===== config.mk =====
export PLATFORM = sky130hd
export DESIGN_NAME = txdesc_poll_engine
export DESIGN_NICKNAME = d
export VERILOG_FILES = /design/src/rtl/txp_pkg.sv /design/src/rtl/txp_lane.sv /design/src/rtl/txp_regs.sv /design/src/rtl/txp_core.sv /design/src/rtl/txdesc_poll_engine.sv
export SDC_FILE = /design/constraint.sdc
export NUM_CORES = 1
export LEC_CHECK = 0
export BUFFER_PORTS_ARGS = -buffer_cell sky130_fd_sc_hd__buf_2
export CORE_UTILIZATION = 45
export CTS_CLUSTER_SIZE = 25
export DETAILED_ROUTE_END_ITERATION = 7
export PLACE_DENSITY = 0.67
export RECOVER_POWER = 25
export SLEW_MARGIN = 40
export SYNTH_ARGS = -nofsm -noshare
export SYNTH_HDL_FRONTEND = slang
export SYNTH_SLANG_ARGS = --single-unit

===== constraint.sdc =====
create_clock -name clk -period 2 [get_ports clk]
set_input_delay 0.1 -clock clk [delete_from_list [all_inputs] [get_ports clk]]
set_output_delay 0.1 -clock clk [all_outputs]
set_load 0.01 [all_outputs]

===== src/rtl/txp_pkg.sv =====
// Shared constants and state encoding for the transmit descriptor ring engine.
// Assumes a fixed four-word descriptor with ownership in the top status bit.
package txp_pkg;
    localparam int OWN_BIT    = 31;
    localparam int EOR_BIT    = 30;
    localparam int LS_BIT     = 28;
    localparam int LEN_W      = 13;
    localparam int DESC_BYTES = 16;
    localparam int POLL_BIT   = 6;
    localparam int IRQ_OK     = 2;
    localparam int IRQ_ERR    = 3;

    localparam logic [2:0] SEL_BASE_LO = 3'd0;
    localparam logic [2:0] SEL_BASE_HI = 3'd1;
    localparam logic [2:0] SEL_POLL    = 3'd2;
    localparam logic [2:0] SEL_CTRL    = 3'd3;
    localparam logic [2:0] SEL_IRQ     = 3'd4;

    typedef enum logic [2:0] {
        ST_IDLE, ST_STAT, ST_ALO, ST_AHI, ST_DATA, ST_SEND, ST_WB
    } core_st_e;
endpackage


===== src/rtl/txp_lane.sv =====
// Word-to-byte lane: holds one fetched buffer word and hands out its bytes
// least significant first. Assumes load and pop never occur together.
module txp_lane (
    input  logic        clk,
    input  logic        rst_n,
    input  logic        load,
    input  logic [31:0] load_word,
    input  logic [2:0]  load_cnt,
    input  logic        pop,
    output logic [7:0]  cur_byte,
    output logic [2:0]  lane_cnt
);
    logic [31:0] word_q;
    logic [2:0]  cnt_q;

    // Capture a word or shift the next byte into place.
    always_ff @(posedge clk) begin
        if (!rst_n) begin
            word_q <= '0;
            cnt_q  <= '0;
        end else if (load) begin
            word_q <= load_word;
            cnt_q  <= load_cnt;
        end else if (pop) begin
            word_q <= {8'h00, word_q[31:8]};
            cnt_q  <= cnt_q - 3'd1;
        end
    end

    assign cur_byte = word_q[7:0];
    assign lane_cnt = cnt_q;
endmodule


===== src/rtl/txp_regs.sv =====
// Register file: ring base, enable, one-shot poll latch and sticky interrupt
// bits. Assumes the base is rewritten only while the engine is idle.
module txp_regs
    import txp_pkg::*;
#(
    parameter int AW    = 64,
    parameter int IRQ_W = 16
) (
    input  logic             clk,
    input  logic             rst_n,
    input  logic             reg_we,
    input  logic [2:0]       reg_sel,
    input  logic [31:0]      reg_wdata,
    input  logic             ev_ok,
    input  logic             ev_err,
    input  logic             take_poll,
    output logic [AW-1:0]    base,
    output logic             base_load,
    output logic             poll_pend,
    output logic [IRQ_W-1:0] irq_status
);
    logic [63:0]      base_q;
    logic             en_q;
    logic             pend_q;
    logic             load_q;
    logic [IRQ_W-1:0] irq_q;
    logic             poll_set;
    logic             dis_wr;
    logic [IRQ_W-1:0] clr_mask;
    logic [IRQ_W-1:0] set_mask;

    // Decode write side effects for this cycle.
    always_comb begin
        poll_set = reg_we && (reg_sel == SEL_POLL) && reg_wdata[POLL_BIT] && en_q;
        dis_wr   = reg_we && (reg_sel == SEL_CTRL) && !reg_wdata[0];
        clr_mask = (reg_we && (reg_sel == SEL_IRQ)) ? reg_wdata[IRQ_W-1:0] : '0;
        set_mask = '0;
        set_mask[IRQ_OK]  = ev_ok;
        set_mask[IRQ_ERR] = ev_err;
    end

    // Hold configuration, poll latch and interrupt status.
    always_ff @(posedge clk) begin
        if (!rst_n) begin
            base_q <= '0;
            en_q   <= 1'b0;
            pend_q <= 1'b0;
            load_q <= 1'b0;
            irq_q  <= '0;
        end else begin
            load_q <= 1'b0;
            if (reg_we && reg_sel == SEL_BASE_LO) begin
                base_q[31:0] <= {reg_wdata[31:8], 8'h00};
                load_q       <= 1'b1;
            end
            if (reg_we && reg_sel == SEL_BASE_HI) begin
                base_q[63:32] <= reg_wdata;
                load_q        <= 1'b1;
            end
            if (reg_we && reg_sel == SEL_CTRL) en_q <= reg_wdata[0];
            if (dis_wr) pend_q <= 1'b0;
            else        pend_q <= (pend_q && !take_poll) || poll_set;
            irq_q <= (irq_q & ~clr_mask) | set_mask;
        end
    end

    assign base       = base_q[AW-1:0];
    assign base_load  = load_q;
    assign poll_pend  = pend_q;
    assign irq_status = irq_q;
endmodule


===== src/rtl/txp_core.sv =====
// Descriptor walker: fetches status and buffer address, streams the buffer
// through the byte lane, writes the status back and advances the ring.
// Assumes one mem_ack per request, with mem_err qualified by mem_ack.
module txp_core
    import txp_pkg::*;
#(
    parameter int AW      = 64,
    parameter int MAX_LEN = 1536
) (
    input  logic          clk,
    input  logic          rst_n,
    input  logic          poll_pend,
    output logic          take_poll,
    input  logic [AW-1:0] base,
    input  logic          base_load,
    output logic          mem_req,
    output logic          mem_we,
    output logic [AW-1:0] mem_addr,
    output logic [31:0]   mem_wdata,
    input  logic [31:0]   mem_rdata,
    input  logic          mem_ack,
    input  logic          mem_err,
    output logic          lane_load,
    output logic [2:0]    lane_load_cnt,
    output logic          lane_pop,
    input  logic [7:0]    lane_byte,
    input  logic [2:0]    lane_cnt,
    output logic [7:0]    tx_tdata,
    output logic          tx_tvalid,
    input  logic          tx_tready,
    output logic          tx_tlast,
    output logic          ev_ok,
    output logic          ev_err
);
    core_st_e         st_q;
    logic [AW-1:0]    cur_q;
    logic [AW-1:0]    buf_q;
    logic [31:0]      stat_q;
    logic [LEN_W-1:0] remain_q;
    logic             bad_q;
    logic [LEN_W-1:0] rd_len;
    logic             ok_ack;
    logic             err_ack;
    logic [63:0]      buf_wide;

    assign rd_len   = mem_rdata[LEN_W-1:0];
    assign ok_ack   = mem_req && mem_ack && !mem_err;
    assign err_ack  = mem_req && mem_ack && mem_err;
    assign buf_wide = {mem_rdata, buf_q[31:0]};

    // Drive the memory request for the current phase.
    always_comb begin
        mem_req  = 1'b0;
        mem_we   = 1'b0;
        mem_addr = cur_q;
        unique case (st_q)
            ST_STAT: mem_req = 1'b1;
            ST_ALO: begin
                mem_req  = 1'b1;
                mem_addr = cur_q + AW'(8);
            end
            ST_AHI: begin
                mem_req  = 1'b1;
                mem_addr = cur_q + AW'(12);
            end
            ST_DATA: begin
                mem_req  = 1'b1;
                mem_addr = {buf_q[AW-1:2], 2'b00};
            end
            ST_WB: begin
                mem_req = 1'b1;
                mem_we  = 1'b1;
            end
            default: ;
        endcase
    end

    assign mem_wdata     = {1'b0, stat_q[30:0]};
    assign take_poll     = (st_q == ST_IDLE) && poll_pend;
    assign tx_tvalid     = (st_q == ST_SEND);
    assign tx_tdata      = lane_byte;
    assign tx_tlast      = (st_q == ST_SEND) && (remain_q == LEN_W'(1)) && stat_q[LS_BIT];
    assign lane_pop      = (st_q == ST_SEND) && tx_tready;
    assign lane_load     = (st_q == ST_DATA) && ok_ack;
    assign lane_load_cnt = (remain_q >= LEN_W'(4)) ? 3'd4 : remain_q[2:0];
    assign ev_ok         = (st_q == ST_WB) && ok_ack && !bad_q;
    assign ev_err        = err_ack || ((st_q == ST_WB) && ok_ack && bad_q);

    // Sequence one descriptor after another until an unowned one appears.
    always_ff @(posedge clk) begin
        if (!rst_n) begin
            st_q     <= ST_IDLE;
            cur_q    <= '0;
            buf_q    <= '0;
            stat_q   <= '0;
            remain_q <= '0;
            bad_q    <= 1'b0;
        end else begin
            if (err_ack) st_q <= ST_IDLE;
            unique case (st_q)
                ST_IDLE: if (poll_pend) st_q <= ST_STAT;
                ST_STAT: if (ok_ack) begin
                    stat_q   <= mem_rdata;
                    remain_q <= rd_len;
                    if (!mem_rdata[OWN_BIT]) begin
                        st_q <= ST_IDLE;
                    end else if (rd_len == '0 || int'(rd_len) > MAX_LEN) begin
                        bad_q <= 1'b1;
                        st_q  <= ST_WB;
                    end else begin
                        bad_q <= 1'b0;
                        st_q  <= ST_ALO;
                    end
                end
                ST_ALO: if (ok_ack) begin
                    buf_q <= AW'(mem_rdata);
                    st_q  <= ST_AHI;
                end
                ST_AHI: if (ok_ack) begin
                    buf_q <= buf_wide[AW-1:0];
                    st_q  <= ST_DATA;
                end
                ST_DATA: if (ok_ack) st_q <= ST_SEND;
                ST_SEND: if (tx_tready) begin
                    remain_q <= remain_q - LEN_W'(1);
                    if (remain_q == LEN_W'(1)) begin
                        st_q <= ST_WB;
                    end else if (lane_cnt == 3'd1) begin
                        buf_q <= buf_q + AW'(4);
                        st_q  <= ST_DATA;
                    end
                end
                ST_WB: if (ok_ack) st_q <= ST_STAT;
                default: st_q <= ST_IDLE;
            endcase
            if (base_load) begin
                cur_q <= base;
            end else if (st_q == ST_WB && ok_ack) begin
                cur_q <= stat_q[EOR_BIT] ? base : cur_q + AW'(DESC_BYTES);
            end
        end
    end
endmodule


===== src/rtl/txdesc_poll_engine.sv =====
// Top level of the transmit descriptor ring engine: register file, descriptor
// walker and byte lane. Assumes ADDR_W between 33 and 64 and IRQ_W above 3.
module txdesc_poll_engine
    import txp_pkg::*;
#(
    parameter int ADDR_W  = 64,
    parameter int MAX_LEN = 1536,
    parameter int IRQ_W   = 16
) (
    input  logic              clk,
    input  logic              rst_n,
    input  logic              reg_we,
    input  logic [2:0]        reg_sel,
    input  logic [31:0]       reg_wdata,
    output logic              mem_req,
    output logic              mem_we,
    output logic [ADDR_W-1:0] mem_addr,
    output logic [31:0]       mem_wdata,
    input  logic [31:0]       mem_rdata,
    input  logic              mem_ack,
    input  logic              mem_err,
    output logic [7:0]        tx_tdata,
    output logic              tx_tvalid,
    input  logic              tx_tready,
    output logic              tx_tlast,
    output logic [IRQ_W-1:0]  irq_status
);
    logic [ADDR_W-1:0] base;
    logic              base_load;
    logic              poll_pend;
    logic              take_poll;
    logic              ev_ok;
    logic              ev_err;
    logic              lane_load;
    logic [2:0]        lane_load_cnt;
    logic              lane_pop;
    logic [7:0]        lane_byte;
    logic [2:0]        lane_cnt;

    txp_regs #(.AW(ADDR_W), .IRQ_W(IRQ_W)) u_regs (
        .clk(clk), .rst_n(rst_n), .reg_we(reg_we), .reg_sel(reg_sel),
        .reg_wdata(reg_wdata), .ev_ok(ev_ok), .ev_err(ev_err),
        .take_poll(take_poll), .base(base), .base_load(base_load),
        .poll_pend(poll_pend), .irq_status(irq_status)
    );

    txp_core #(.AW(ADDR_W), .MAX_LEN(MAX_LEN)) u_core (
        .clk(clk), .rst_n(rst_n), .poll_pend(poll_pend), .take_poll(take_poll),
        .base(base), .base_load(base_load),
        .mem_req(mem_req), .mem_we(mem_we), .mem_addr(mem_addr),
        .mem_wdata(mem_wdata), .mem_rdata(mem_rdata), .mem_ack(mem_ack),
        .mem_err(mem_err), .lane_load(lane_load), .lane_load_cnt(lane_load_cnt),
        .lane_pop(lane_pop), .lane_byte(lane_byte), .lane_cnt(lane_cnt),
        .tx_tdata(tx_tdata), .tx_tvalid(tx_tvalid), .tx_tready(tx_tready),
        .tx_tlast(tx_tlast), .ev_ok(ev_ok), .ev_err(ev_err)
    );

    txp_lane u_lane (
        .clk(clk), .rst_n(rst_n), .load(lane_load), .load_word(mem_rdata),
        .load_cnt(lane_load_cnt), .pop(lane_pop), .cur_byte(lane_byte),
        .lane_cnt(lane_cnt)
    );
endmodule


==> impl_metrics.json <==
{
  "max_freq_mhz": 419,
  "required_ns": 1.90,
  "cts.path.max_buffers": 3,
  "cts_tree": "built",
  "p_int_mw": 9.36,
  "row_count": 66,
  "finalCritPeriodShare": 1.19,
  "hold_viol_final": 0,
  "die_h_um": 186,
  "dp_slack_ns": -0.181,
  "regToRegSetupSlack_ns": -0.37,
  "worst_slew_pin_slew_ns": 1.13,
  "min_path_type": "input port to register",
  "io_pins": 197,
  "ys.warnings.count": 0,
  "gp_congestion": 1.05,
  "fillers": 2622,
  "arrival_ns": 2.29,
  "die_w_um": 186,
  "grt_pass1_vias": 17500,
  "multiInputGateArea_um2": 9850,
  "fin_ws_ns": -0.388,
  "rsz0062_at_grt": "yes",
  "cts.clk_slew.worst_paths_ns": 0.06,
  "swShare": 0.245,
  "vias": 18900,
  "worst_path_max_delay_cell": "or4_4",
  "dr.pass1.iters": 5,
  "top_usage_layer": "met2",
  "synth_top_family_by_area": "simple AND/OR/NAND/NOR gates",
  "grt-ovfl-total": 0,
  "pwr-share-clk": 0.485,
  "crit_chain": "or4_4, nor4_4, buf_4, buf_6, and3_4, buf_6",
  "cp_num_buf_inv": 3,
  "p_leak_nw": 9.04,
  "wirelength_mm": 69.9,
  "synthAdderAreaFrac": 0.00576,
  "yosys.cell_types.count": 86,
  "crit_top_cell": "buf_6",
  "initial_core_util": 0.462,
  "switchingPower_mw": 3.04,
  "p_comb_frac": 0.062,
  "grt_max_degree": 110,
  "grtUsageMet2": 0.644,
  "die_area_um2": 34500,
  "power_density_nw_per_um2": 539,
  "seq_area_um2": 5660,
  "cts-root-buf": "clkbuf_16",
  "antenna_found_initial": 0,
  "clock_skew_ns": 0.0227,
  "vias_per_cell": 6.21,
  "core_area_um2": 32900,
  "muxShareOfSynthArea": 0.0501,
  "cp-start-kind": "register",
  "synth_seq_cells": 280,
  "drtIter0Drc": 2206,
  "final_common_cell": "nand2_1",
  "setup_viol_count_final": 143,
  "relSlewSlack": 0.247,
  "grt_usage": 0.388,
  "synth_seq_area_share": 0.369,
  "synth-edff-count": 0,
  "insertion_delay_ns": 0.59,
  "cts_made_buffers": 31,
  "synth-main-ff-cell": "dfxtp_1",
  "synth-simple-area-share": 0.279,
  "antenna_left": 0,
  "violations": "setup timing",
  "drive_above_1_share": 0.343,
  "io_buffers": 193,
  "gr-usage-met3": 0.0515,
  "path_delay_family": "simple AND/OR/NAND/NOR gates",
  "async_reset_ff_frac": 0,
  "wl_per_cell_um": 23.0,
  "crit_type": "register to output port",
  "final_cell_mix": "nand2_1, buf_4, dfxtp_1",
  "slew_violations": 0,
  "drv_cap": 0,
  "cts_max_level": 1,
  "nets": 2649,
  "grtUsageMet1": 0.468,
  "drc_errors": 0,
  "fin_crit_ns": 2.39,
  "synthXorXnorAreaFrac": 0.00173,
  "total_power_mw": 12.4,
  "cts.sinks": 280,
  "syn_avg_cell_area_um2": 7.52,
  "p_seq_frac": 0.453,
  "worstSetupEndpointType": "output port",
  "status": "finished, violations left",
  "synth_area_um2": 15200,
  "hpwl_mm": 47.8,
  "areaGrowthSynthToFinish_pct": 51.3,
  "ir_drop_v": 0.000696,
  "synth_cells": 2022,
  "synth_compound_area_frac": 0.244,
  "grt_pass1_wl_mm": 102,
  "critPathMaxStageDelay_ns": 0.56,
  "crit_path_max_fanout": 2,
  "n_antenna_cell": 0
}
metal layers:
metal | routed length, µm | part of all wire
met3 | 5390 | 0.077
met5 | 0 | 0
met4 | 5400 | 0.077
met2 | 32400 | 0.46
met1 | 26700 | 0.38
area by class of cell:
type | count | area share
Multi-Input combinational cell | 1565 | 0.429
Inverter | 21 | 0.00365
Timing Repair Buffer | 670 | 0.251
Sequential cell | 280 | 0.246
Clock inverter | 19 | 0.00958
Clock buffer | 39 | 0.0364
Tap cell | 442 | 0.0241
synthesized netlist by cell type (all sizes together), types with 7 or more instances:
master / n / area, µm²
nand2: 437 / 1660
dfxtp: 280 / 5610
a21oi: 230 / 1150
nor2: 156 / 586
clkbuf: 112 / 422
o21ai: 106 / 534
nand3: 59 / 305
mux2: 56 / 631
nand4: 51 / 319
nor3: 50 / 277
buf: 46 / 267
a22oi: 36 / 270
nor4: 30 / 275
a311oi: 26 / 228
and3: 25 / 156
a31oi: 23 / 144
inv: 20 / 75.1
and4: 18 / 158
o22ai: 18 / 113
o31ai: 18 / 135
or4: 14 / 116
a211oi: 13 / 103
mux2i: 13 / 130
o21a: 13 / 98.9
and2: 11 / 68.8
o221a: 10 / 113
o221ai: 10 / 87.6
o31a: 10 / 87.6
nor2b: 9 / 56.3
or3: 9 / 56.3
o211ai: 8 / 60.1
or2: 8 / 50.1
a22o: 7 / 61.3
a32oi: 7 / 61.3
ha: 7 / 87.6
stage by stage:
stage / cells / area [µm²] / setup TNS, ns / utilization / hold slack [ns]
finish: 3036 / 23000 / -29.96 / 0.699 / 0.0272
detailed placement: 2849 / 19000 / -7.62 / 0.579 / 0.295
global route: 3036 / 23000 / -36.15 / 0.699 / 0.0423
global placement: 2849 / 19000 / -6.95 / 0.579 / 0.286
floorplan: 2024 / 15400 / -3.05 / - / 0.179
CTS: 3013 / 22300 / -24.05 / 0.677 / 0.00603
power groups by stage:
stage / Combinational (mW) / Clock, mW / Sequential [mW]
after floorplan: 0.251 / 0 / 5.75
after global placement: 0.592 / 0 / 5.75
after detailed placement: 0.598 / 0 / 5.76
after CTS: 0.717 / 6.04 / 5.62
after global routing: 0.790 / 6.27 / 5.62
final: 0.765 / 6.02 / 5.62
state kept, by name, summed over array words and instances, names as in the netlist:
name and flops:
u_regs.en_q 1, u_core.remain_q 13, u_core.st_q 3, u_core.buf_q 62, u_regs.irq_status 16, u_lane.lane_cnt 3
u_regs.poll_pend 1, u_regs.base_load 1, u_core.cur_q 60, u_core.bad_q 1, u_regs.base 56, u_lane.word_q 32
u_core.stat_q 31
path summary, 6_finish.rpt:
path	start	endpoint	depth (start not counted)
worst max-delay path	u_core.remain_q[7]$_SDFFE_PN0P_	tx_tlast	6
worst min-delay path	mem_rdata[6]	u_core.stat_q[6]$_SDFFE_PN0P_	4
worst max register to register	u_core.remain_q[7]$_SDFFE_PN0P_	u_core.buf_q[25]$_SDFFE_PN0P_	10
worst min register to register	u_regs.irq_status[10]$_SDFF_PN0_	u_regs.irq_status[10]$_SDFF_PN0_	2
cell families (layout without fill, tap and decap cells):
family	Yosys count	count (layout)
compound gates	586	586
xor+xnor	3	3
fa+ha+maj	7	7
buf+inv	179	749
flops	280	280
mux	69	69
other cells	1	3
simple gates	897	897
worst register-to-register path: cells and delay by family, from the launching register on:
| family | cells | cell delay, ns |
|---|---|---|
| AO/OA/AOI/OAI | 3 | 0.45 |
| buffers and inverters | 5 | 0.66 |
| flip-flops | 1 | 0.32 |
| AND/OR/NAND/NOR | 2 | 0.83 |
what timing repair did:
item | 4_1_cts | 5_1_grt
hold buffers | 70 | 0
pin swaps | 44 | 58
resized for setup | 228 | 162
hold endpoints to repair | 153 | 0
buffers inserted | 23 | 23
endpoints found under the setup margin | 154 | 184
gates cloned | 13 | 3
Power figures use the tool's default switching activity.
